File: src/rtl/sfs_pkg.sv
package sfs_pkg;
   localparam int IRQ_W   = 3;
   localparam int IRQ_RX  = 0;
   localparam int IRQ_TX  = 1;
   localparam int IRQ_OVR = 2;
   typedef logic [IRQ_W-1:0] irq_vec_t;
endpackage

File: src/rtl/sfs_char_fifo.sv
module sfs_char_fifo #(
   parameter int DATA_W = 8,
   parameter int DEPTH  = 8,
   localparam int AW    = (DEPTH > 1) ? $clog2(DEPTH) : 1,
   localparam int CNT_W = $clog2(DEPTH + 1)
) (
   input  logic              clk,
   input  logic              rst_n,
   input  logic              push,
   input  logic [DATA_W-1:0] push_data,
   input  logic              pop,
   output logic [DATA_W-1:0] head,
   output logic [CNT_W-1:0]  count,
   output logic              full,
   output logic              empty,
   output logic              push_drop
);
   localparam logic [CNT_W-1:0] CNT_MAX = CNT_W'(DEPTH);

   logic [DATA_W-1:0] mem [DEPTH];
   logic [AW-1:0]     wr_ptr, rd_ptr, wr_nxt, rd_nxt;
   logic              push_ok, pop_ok;

   assign full      = (count == CNT_MAX);
   assign empty     = (count == '0);
   assign push_ok   = push & ~full;
   assign pop_ok    = pop & ~empty;
   assign push_drop = push & full;
   assign head      = empty ? '0 : mem[rd_ptr];

   generate
      if ((DEPTH & (DEPTH - 1)) == 0) begin : g_wrap_pow2
         assign wr_nxt = wr_ptr + 1'b1;
         assign rd_nxt = rd_ptr + 1'b1;
      end else begin : g_wrap_mod
         assign wr_nxt = (wr_ptr == AW'(DEPTH - 1)) ? '0 : wr_ptr + 1'b1;
         assign rd_nxt = (rd_ptr == AW'(DEPTH - 1)) ? '0 : rd_ptr + 1'b1;
      end
   endgenerate

   always_ff @(posedge clk) begin
      if (push_ok) mem[wr_ptr] <= push_data;
   end

   always_ff @(posedge clk or negedge rst_n) begin
      if (!rst_n) begin
         wr_ptr <= '0;
         rd_ptr <= '0;
         count  <= '0;
      end else begin
         if (push_ok) wr_ptr <= wr_nxt;
         if (pop_ok)  rd_ptr <= rd_nxt;
         case ({push_ok, pop_ok})
            2'b10:   count <= count + 1'b1;
            2'b01:   count <= count - 1'b1;
            default: count <= count;
         endcase
      end
   end
endmodule

File: src/rtl/sfs_level_flags.sv
module sfs_level_flags #(
   parameter int DEPTH = 8,
   parameter int BURST = 4,
   localparam int CNT_W = $clog2(DEPTH + 1)
) (
   input  logic             clk,
   input  logic             rst_n,
   input  logic [CNT_W-1:0] rx_cnt,
   input  logic [CNT_W-1:0] tx_cnt,
   input  logic             tx_en,
   output logic             rx_ne_raw,
   output logic             tx_room_raw,
   output logic             rx_dma_req,
   output logic             rx_not_empty,
   output logic             tx_req,
   output logic             tx_empty
);
   localparam logic [CNT_W-1:0] TX_TH = CNT_W'(DEPTH - BURST);

   assign rx_ne_raw   = (rx_cnt != '0);
   assign tx_room_raw = (tx_cnt <= TX_TH);

   always_ff @(posedge clk or negedge rst_n) begin
      if (!rst_n) begin
         rx_dma_req   <= 1'b0;
         rx_not_empty <= 1'b0;
         tx_req       <= 1'b0;
         tx_empty     <= 1'b1;
      end else begin
         rx_dma_req   <= rx_ne_raw;
         rx_not_empty <= rx_ne_raw;
         tx_req       <= tx_room_raw & tx_en;
         tx_empty     <= (tx_cnt == '0);
      end
   end
endmodule

File: src/rtl/sfs_irq_ctrl.sv
module sfs_irq_ctrl
   import sfs_pkg::*;
(
   input  logic     clk,
   input  logic     rst_n,
   input  logic     mask_wr,
   input  irq_vec_t mask_wdata,
   input  logic     clr_wr,
   input  irq_vec_t clr_wdata,
   input  logic     ovr_event,
   input  logic     rx_ne_raw,
   input  logic     tx_room_raw,
   output irq_vec_t mask_q,
   output logic     ovr_irq,
   output logic     grp_irq
);
   logic     ovr_q;
   irq_vec_t src, enabled;

   always_comb begin
      src          = '0;
      src[IRQ_RX]  = rx_ne_raw;
      src[IRQ_TX]  = tx_room_raw;
      src[IRQ_OVR] = ovr_q;
      enabled      = src & mask_q;
   end

   always_ff @(posedge clk or negedge rst_n) begin
      if (!rst_n) begin
         mask_q  <= '0;
         ovr_q   <= 1'b0;
         ovr_irq <= 1'b0;
         grp_irq <= 1'b0;
      end else begin
         if (mask_wr) mask_q <= mask_wdata;
         if (ovr_event)
            ovr_q <= 1'b1;
         else if (clr_wr && clr_wdata[IRQ_OVR])
            ovr_q <= 1'b0;
         ovr_irq <= enabled[IRQ_OVR];
         grp_irq <= |enabled;
      end
   end
endmodule

File: src/rtl/spi_fifo_status.sv
module spi_fifo_status
   import sfs_pkg::*;
#(
   parameter int DATA_W = 8,
   parameter int DEPTH  = 8,
   parameter int BURST  = 4
) (
   input  logic              clk,
   input  logic              rst_n,
   input  logic              cpu_wr_en,
   input  logic [DATA_W-1:0] cpu_wr_data,
   input  logic              cpu_rd_en,
   output logic [DATA_W-1:0] cpu_rd_data,
   input  logic              ser_rx_push,
   input  logic [DATA_W-1:0] ser_rx_data,
   input  logic              ser_tx_pop,
   output logic [DATA_W-1:0] ser_tx_data,
   input  logic              mask_wr,
   input  logic [2:0]        mask_wdata,
   input  logic              clr_wr,
   input  logic [2:0]        clr_wdata,
   output logic              rx_dma_req,
   output logic              tx_req,
   output logic              ovr_irq,
   output logic              grp_irq,
   output logic              rx_not_empty,
   output logic              tx_empty
);
   localparam int CNT_W = $clog2(DEPTH + 1);

   generate
      if (DATA_W < 1) begin : g_bad_width
         $error("DATA_W must be at least 1");
      end
      if (DEPTH < 2) begin : g_bad_depth
         $error("DEPTH must be at least 2");
      end
      if (BURST < 1 || 2 * BURST > DEPTH) begin : g_bad_burst
         $error("BURST must be between 1 and DEPTH/2");
      end
   endgenerate

   logic [CNT_W-1:0] rx_cnt, tx_cnt;
   logic             rx_full, rx_empty, tx_full, tx_fifo_empty;
   logic             rx_drop, tx_drop;
   logic             rx_ne_raw, tx_room_raw;
   irq_vec_t         mask_q;

   sfs_char_fifo #(.DATA_W(DATA_W), .DEPTH(DEPTH)) u_tx_fifo (
      .clk       (clk),
      .rst_n     (rst_n),
      .push      (cpu_wr_en),
      .push_data (cpu_wr_data),
      .pop       (ser_tx_pop),
      .head      (ser_tx_data),
      .count     (tx_cnt),
      .full      (tx_full),
      .empty     (tx_fifo_empty),
      .push_drop (tx_drop)
   );

   sfs_char_fifo #(.DATA_W(DATA_W), .DEPTH(DEPTH)) u_rx_fifo (
      .clk       (clk),
      .rst_n     (rst_n),
      .push      (ser_rx_push),
      .push_data (ser_rx_data),
      .pop       (cpu_rd_en),
      .head      (cpu_rd_data),
      .count     (rx_cnt),
      .full      (rx_full),
      .empty     (rx_empty),
      .push_drop (rx_drop)
   );

   sfs_level_flags #(.DEPTH(DEPTH), .BURST(BURST)) u_flags (
      .clk          (clk),
      .rst_n        (rst_n),
      .rx_cnt       (rx_cnt),
      .tx_cnt       (tx_cnt),
      .tx_en        (mask_q[IRQ_TX]),
      .rx_ne_raw    (rx_ne_raw),
      .tx_room_raw  (tx_room_raw),
      .rx_dma_req   (rx_dma_req),
      .rx_not_empty (rx_not_empty),
      .tx_req       (tx_req),
      .tx_empty     (tx_empty)
   );

   sfs_irq_ctrl u_irq (
      .clk         (clk),
      .rst_n       (rst_n),
      .mask_wr     (mask_wr),
      .mask_wdata  (mask_wdata),
      .clr_wr      (clr_wr),
      .clr_wdata   (clr_wdata),
      .ovr_event   (rx_drop),
      .rx_ne_raw   (rx_ne_raw),
      .tx_room_raw (tx_room_raw),
      .mask_q      (mask_q),
      .ovr_irq     (ovr_irq),
      .grp_irq     (grp_irq)
   );
endmodule

File: config.mk
export PLATFORM = sky130hd
export DESIGN_NAME = spi_fifo_status
export DESIGN_NICKNAME = d
export VERILOG_FILES = /design/src/rtl/sfs_pkg.sv /design/src/rtl/sfs_char_fifo.sv /design/src/rtl/sfs_level_flags.sv /design/src/rtl/sfs_irq_ctrl.sv /design/src/rtl/spi_fifo_status.sv
export SDC_FILE = /design/constraint.sdc
export NUM_CORES = 1
export LEC_CHECK = 0
export ABC_AREA = 1
export BUFFER_PORTS_ARGS = -buffer_cell sky130_fd_sc_hd__buf_4
export CAP_MARGIN = 20
export CORE_MARGIN = 5
export CORE_UTILIZATION = 45
export CTS_CLUSTER_SIZE = 40
export DETAILED_ROUTE_END_ITERATION = 16
export PLACE_DENSITY_LB_ADDON = 0.12
export SYNTH_ARGS = -nofsm -noshare
export SYNTH_HDL_FRONTEND = slang
export SYNTH_SLANG_ARGS = --single-unit
File: constraint.sdc
create_clock -name clk -period 2.6 [get_ports clk]
set_input_delay 0.65 -clock clk [delete_from_list [all_inputs] [get_ports clk]]
set_output_delay 0.65 -clock clk [all_outputs]
set_load 0.05 [all_outputs]
==> summary.log <==
[global_routing] antenna violations before repair 0
[sta] Highest Clock Rate 406 MHz
[pwr] reported net switching power 4.32 mW
[critical_path] Required @ worst endpoint 1950 ps
[sta] setup repair after global routing missed its margin no
[synth] post-synth net total 601
[critical_path] reg2reg setup slack 590 ps
[finish] share of cells above drive strength 1 0.202
[synth] largest cells by area after synthesis edfxtp_1 (59%), dfrtp_1 (11%), nor2_1 (7.8%), o21ai_1 (4.5%), nand2_1 (4.0%)
[global_routing] number of global-route vias before repair 4210
[synth] number of flops mapped to enable cells by yosys 128
[pwr] maximum ir drop on the vdd rail 0.837 mV
[pwr] fraction of power consumed by the clock network 0.247
[drt] Iteration-0 DRC Markers 222
[floorplan] area of the die 17000 µm²
[pwr] internal power summed over all cells 6.38 mW
[run_status] status finished clean
[synth] share of flip-flops with an asynchronous set or reset 0.185
[floorplan] I/O Pins 52
[floorplan] core area 14400 µm²
[placed_design] gpl congestion 0.789
[sta] worst relative slew slack 0.725
[sta] Final setup viols 0
[critical_path] worst-case reg-to-reg path depth 11
[critical_path] data arrival at the endpoint of the critical path 1810 ps
[critical_path] kind of start point of the critical path register
[cts] buffer cell driving the clock tree root clkbuf_16
[floorplan] overall die height 130 µm
[critical_path] terminus of the critical flop-to-flop path u_tx_fifo.count[2]
[synth] average size of a mapped cell 11.6 µm²
[drt] total wirelength of the detailed-routed design 13.2 mm
[synth] most instantiated cells after synthesis nor2_1 (136), edfxtp_1 (128), nand2_1 (70), o21ai_1 (59), dfrtp_1 (28)
[job] # Max-Cap Violations 0
[cts] clock latency on the worst-skew pair 420 ps
[pwr] relative contribution of combinational cells to total power 0.426
[finish] synthesis-to-layout area growth 21.6%
[floorplan] floorplan die width 130 µm
[sta] final critical-path share of the clock period 0.948
[pwr] Reg power frac 0.327
[floorplan] Starting Density 0.454
[finish] Design Area, Final 7940 µm²
[cts] clock buffer depth 2
[cts] number of clock sinks 157
[global_routing] Total Routing Usage GR 0.166
[synth] top_reg_cell synth edfxtp_1
[sta] endpoints failing hold 0
[finish] diode insertion count for antenna repair 0
[synth] most frequent cell after synthesis nor2_1
[synth] biggest area consumer among synthesized cells edfxtp_1
[critical_path] maximum net fanout on the critical path 20
[critical_path] Setup crit end kind output port
[floorplan] num rows 44
[finish] net total in the final layout 680
[cts] CTS tree yes
[global_routing] total overflow reported by the global router 0
[synth] gate count of the mapped netlist 561
[sta] slew at the pin closest to its max-slew limit 411 ps
[worst_hold_path] min-delay worst type input pin to asynchronous set/reset pin
[placed_design] count of buffers from port buffering 49
[cts] number of CTS-inserted buffers 17
[sta] Final Slew Violations 0
[sta] Clock Skews 6.79 ps
[drt] antenna-violating nets left 0
[cts] number of H-tree branching levels 4
[cts] cts hold-fix bufs 0
[global_routing] wire length of the first global-routing pass 21.3 mm
[synth] Seq/Total Area, Yosys 0.700
[global_routing] maximum number of pins on one net before global-route repair 34
[drt] number of vias after detailed routing 4238
[pwr] Leak 3.12 nW
[sta] post-layout min period 2460 ps
[drt] DR DRC count 0
[placed_design] DP Wirelength 8.49 mm
[placed_design] area after detailed placement 7220 µm²
[sta] accumulated negative setup slack 0 ps
[finish] fillers 1229
[cts] clock transition at the registers of the reported paths 60 ps
[drt] via-per-instance ratio 5.07
[drt] average routed wire per standard cell 15.8 µm
[synth] number of synthesized register bits 157
[drt] router iterations before antenna repair 6
[synth] fraction of synthesized cell area taken by the top area cell type 0.589
[pwr] fraction of power spent switching nets 0.404
[pwr] cell area power density 1350 nW/µm²
[critical_path] type of the worst setup path register to output port
[synth] Synth Warn # 0
[synth] netlist area before placement 6530 µm²
[critical_path] worst reg2reg path startpoint u_tx_fifo.count[0]
[synth] number of distinct library cell variants in the gate-level netlist after synthesis 25
==> registers in the layout, summed over array words and instances (netlist names) <==
name / count
u_tx_fifo.mem: 64
u_irq.grp_irq: 1
u_flags.rx_dma_req: 1
u_rx_fifo.mem: 64
u_rx_fifo.wr_ptr: 3
u_rx_fifo.rd_ptr: 3
u_tx_fifo.count: 4
u_flags.tx_req: 1
u_irq.mask_q: 3
u_irq.ovr_q: 1
u_tx_fifo.rd_ptr: 3
u_rx_fifo.count: 4
u_irq.ovr_irq: 1
u_tx_fifo.wr_ptr: 3
u_flags.tx_empty: 1
==> per-layer routing <==
metal  vias to the layer above  global-route usage  part of all wire
li1                       2109                   -                 -
met1                      2036               0.199              0.43
met2                        74               0.294              0.52
met3                        19              0.0431             0.038
met4                         0              0.0563             0.017
met5                         -                   0                 0
==> placed cells by master, fill, tap and decap left out, drive strengths merged <==
master,instances
clkbuf,17
nand2,73
o22ai,16
edfxtp,128
a21oi,2
inv,31
ha,10
xnor2,6
clkinv,5
mux2,2
clkinvlp,2
dfrtp,28
buf,82
or2,2
bufinv,4
dfstp,1
o211ai,16
nand3,10
o21ai,74
nor2,137
xor2,6
==> timing repair <==
action | 4_1_cts | 5_1_grt
endpoints found under the setup margin | 4 | 16
resized for setup | 3 | 18
cloned | 0 | 0
endpoints found under the hold margin | 0 | 0
buffers inserted | 0 | 3
==> critical path, cell delays in order, from the launching register on <==
cell      delay (ps)
dfrtp_2          460
buf_6            220
o21ai_1           90
o211ai_1         160
nand2_1           70
nor2_1           150
buf_4            230
==> power by group through the flow <==
stage / combinational (mW) / clock [mW] / sequential [mW]
after global routing: 5.02 / 2.83 / 3.55
final: 4.56 / 2.64 / 3.50
after floorplan: 3.08 / 0 / 3.60
after detailed placement: 4.47 / 0 / 3.52
after global placement: 4.42 / 0 / 3.51
after CTS: 4.49 / 2.69 / 3.48
==> final cells by class <==
| cell class | instances | area [µm²] | area share |
|---|---|---|---|
| sequential | 157 | 4570 | 0.576 |
| multi-input combinational | 354 | 1720 | 0.217 |
| timing repair buffer | 82 | 654 | 0.0825 |
| clock buffer | 17 | 425 | 0.0536 |
| tap | 184 | 230 | 0.0290 |
| clock inverter | 14 | 209 | 0.0263 |
| inverter | 28 | 119 | 0.0150 |
==> kinds of logic (layout without fill, tap and decap cells) <==
group / after synthesis / after routing / share of synthesized area
compound gates: 108 / 108 / 0.0920
xor+xnor: 12 / 12 / 0.0161
fa+ha+maj: 10 / 10 / 0.0192
buf+inv: 50 / 141 / 0.0364
flops: 157 / 157 / 0.700
mux: 2 / 2 / 0.00345
simple gates: 222 / 222 / 0.133
==> worst max-delay path by stage <==
| stage | from | to | slack (ps) | cells past startpoint |
|---|---|---|---|---|
| 2_1_floorplan | u_rx_fifo.rd_ptr[0] | cpu_rd_data[0] | 320 | 6 |
| 4_1_cts | u_tx_fifo.rd_ptr[1] | ser_tx_data[2] | 1 | 6 |
| 3_5_place_dp | u_tx_fifo.rd_ptr[0] | ser_tx_data[6] | 440 | 7 |
| 5_1_grt | u_rx_fifo.rd_ptr[1] | cpu_rd_data[5] | 6 | 6 |
| 6_report | u_tx_fifo.rd_ptr[1] | ser_tx_data[5] | 140 | 6 |
| 3_3_place_gp | u_tx_fifo.rd_ptr[0] | ser_tx_data[6] | 420 | 7 |
==> stage by stage <==
stage | instances | power (mW) | hold WS (ps) | utilization | worst slack (ps)
5_1_grt | 836 | 11.4 | 161 | 0.552 | 6.12
3_3_place_gp | 802 | 7.93 | 462 | 0.502 | 421
4_1_cts | 833 | 10.7 | 150 | 0.547 | 1.13
3_5_place_dp | 802 | 7.99 | 484 | 0.502 | 442
2_1_floorplan | 561 | 6.69 | 354 | - | 325
6_report | 836 | 10.7 | 148 | 0.552 | 135
Power figures use the tool's default switching activity.
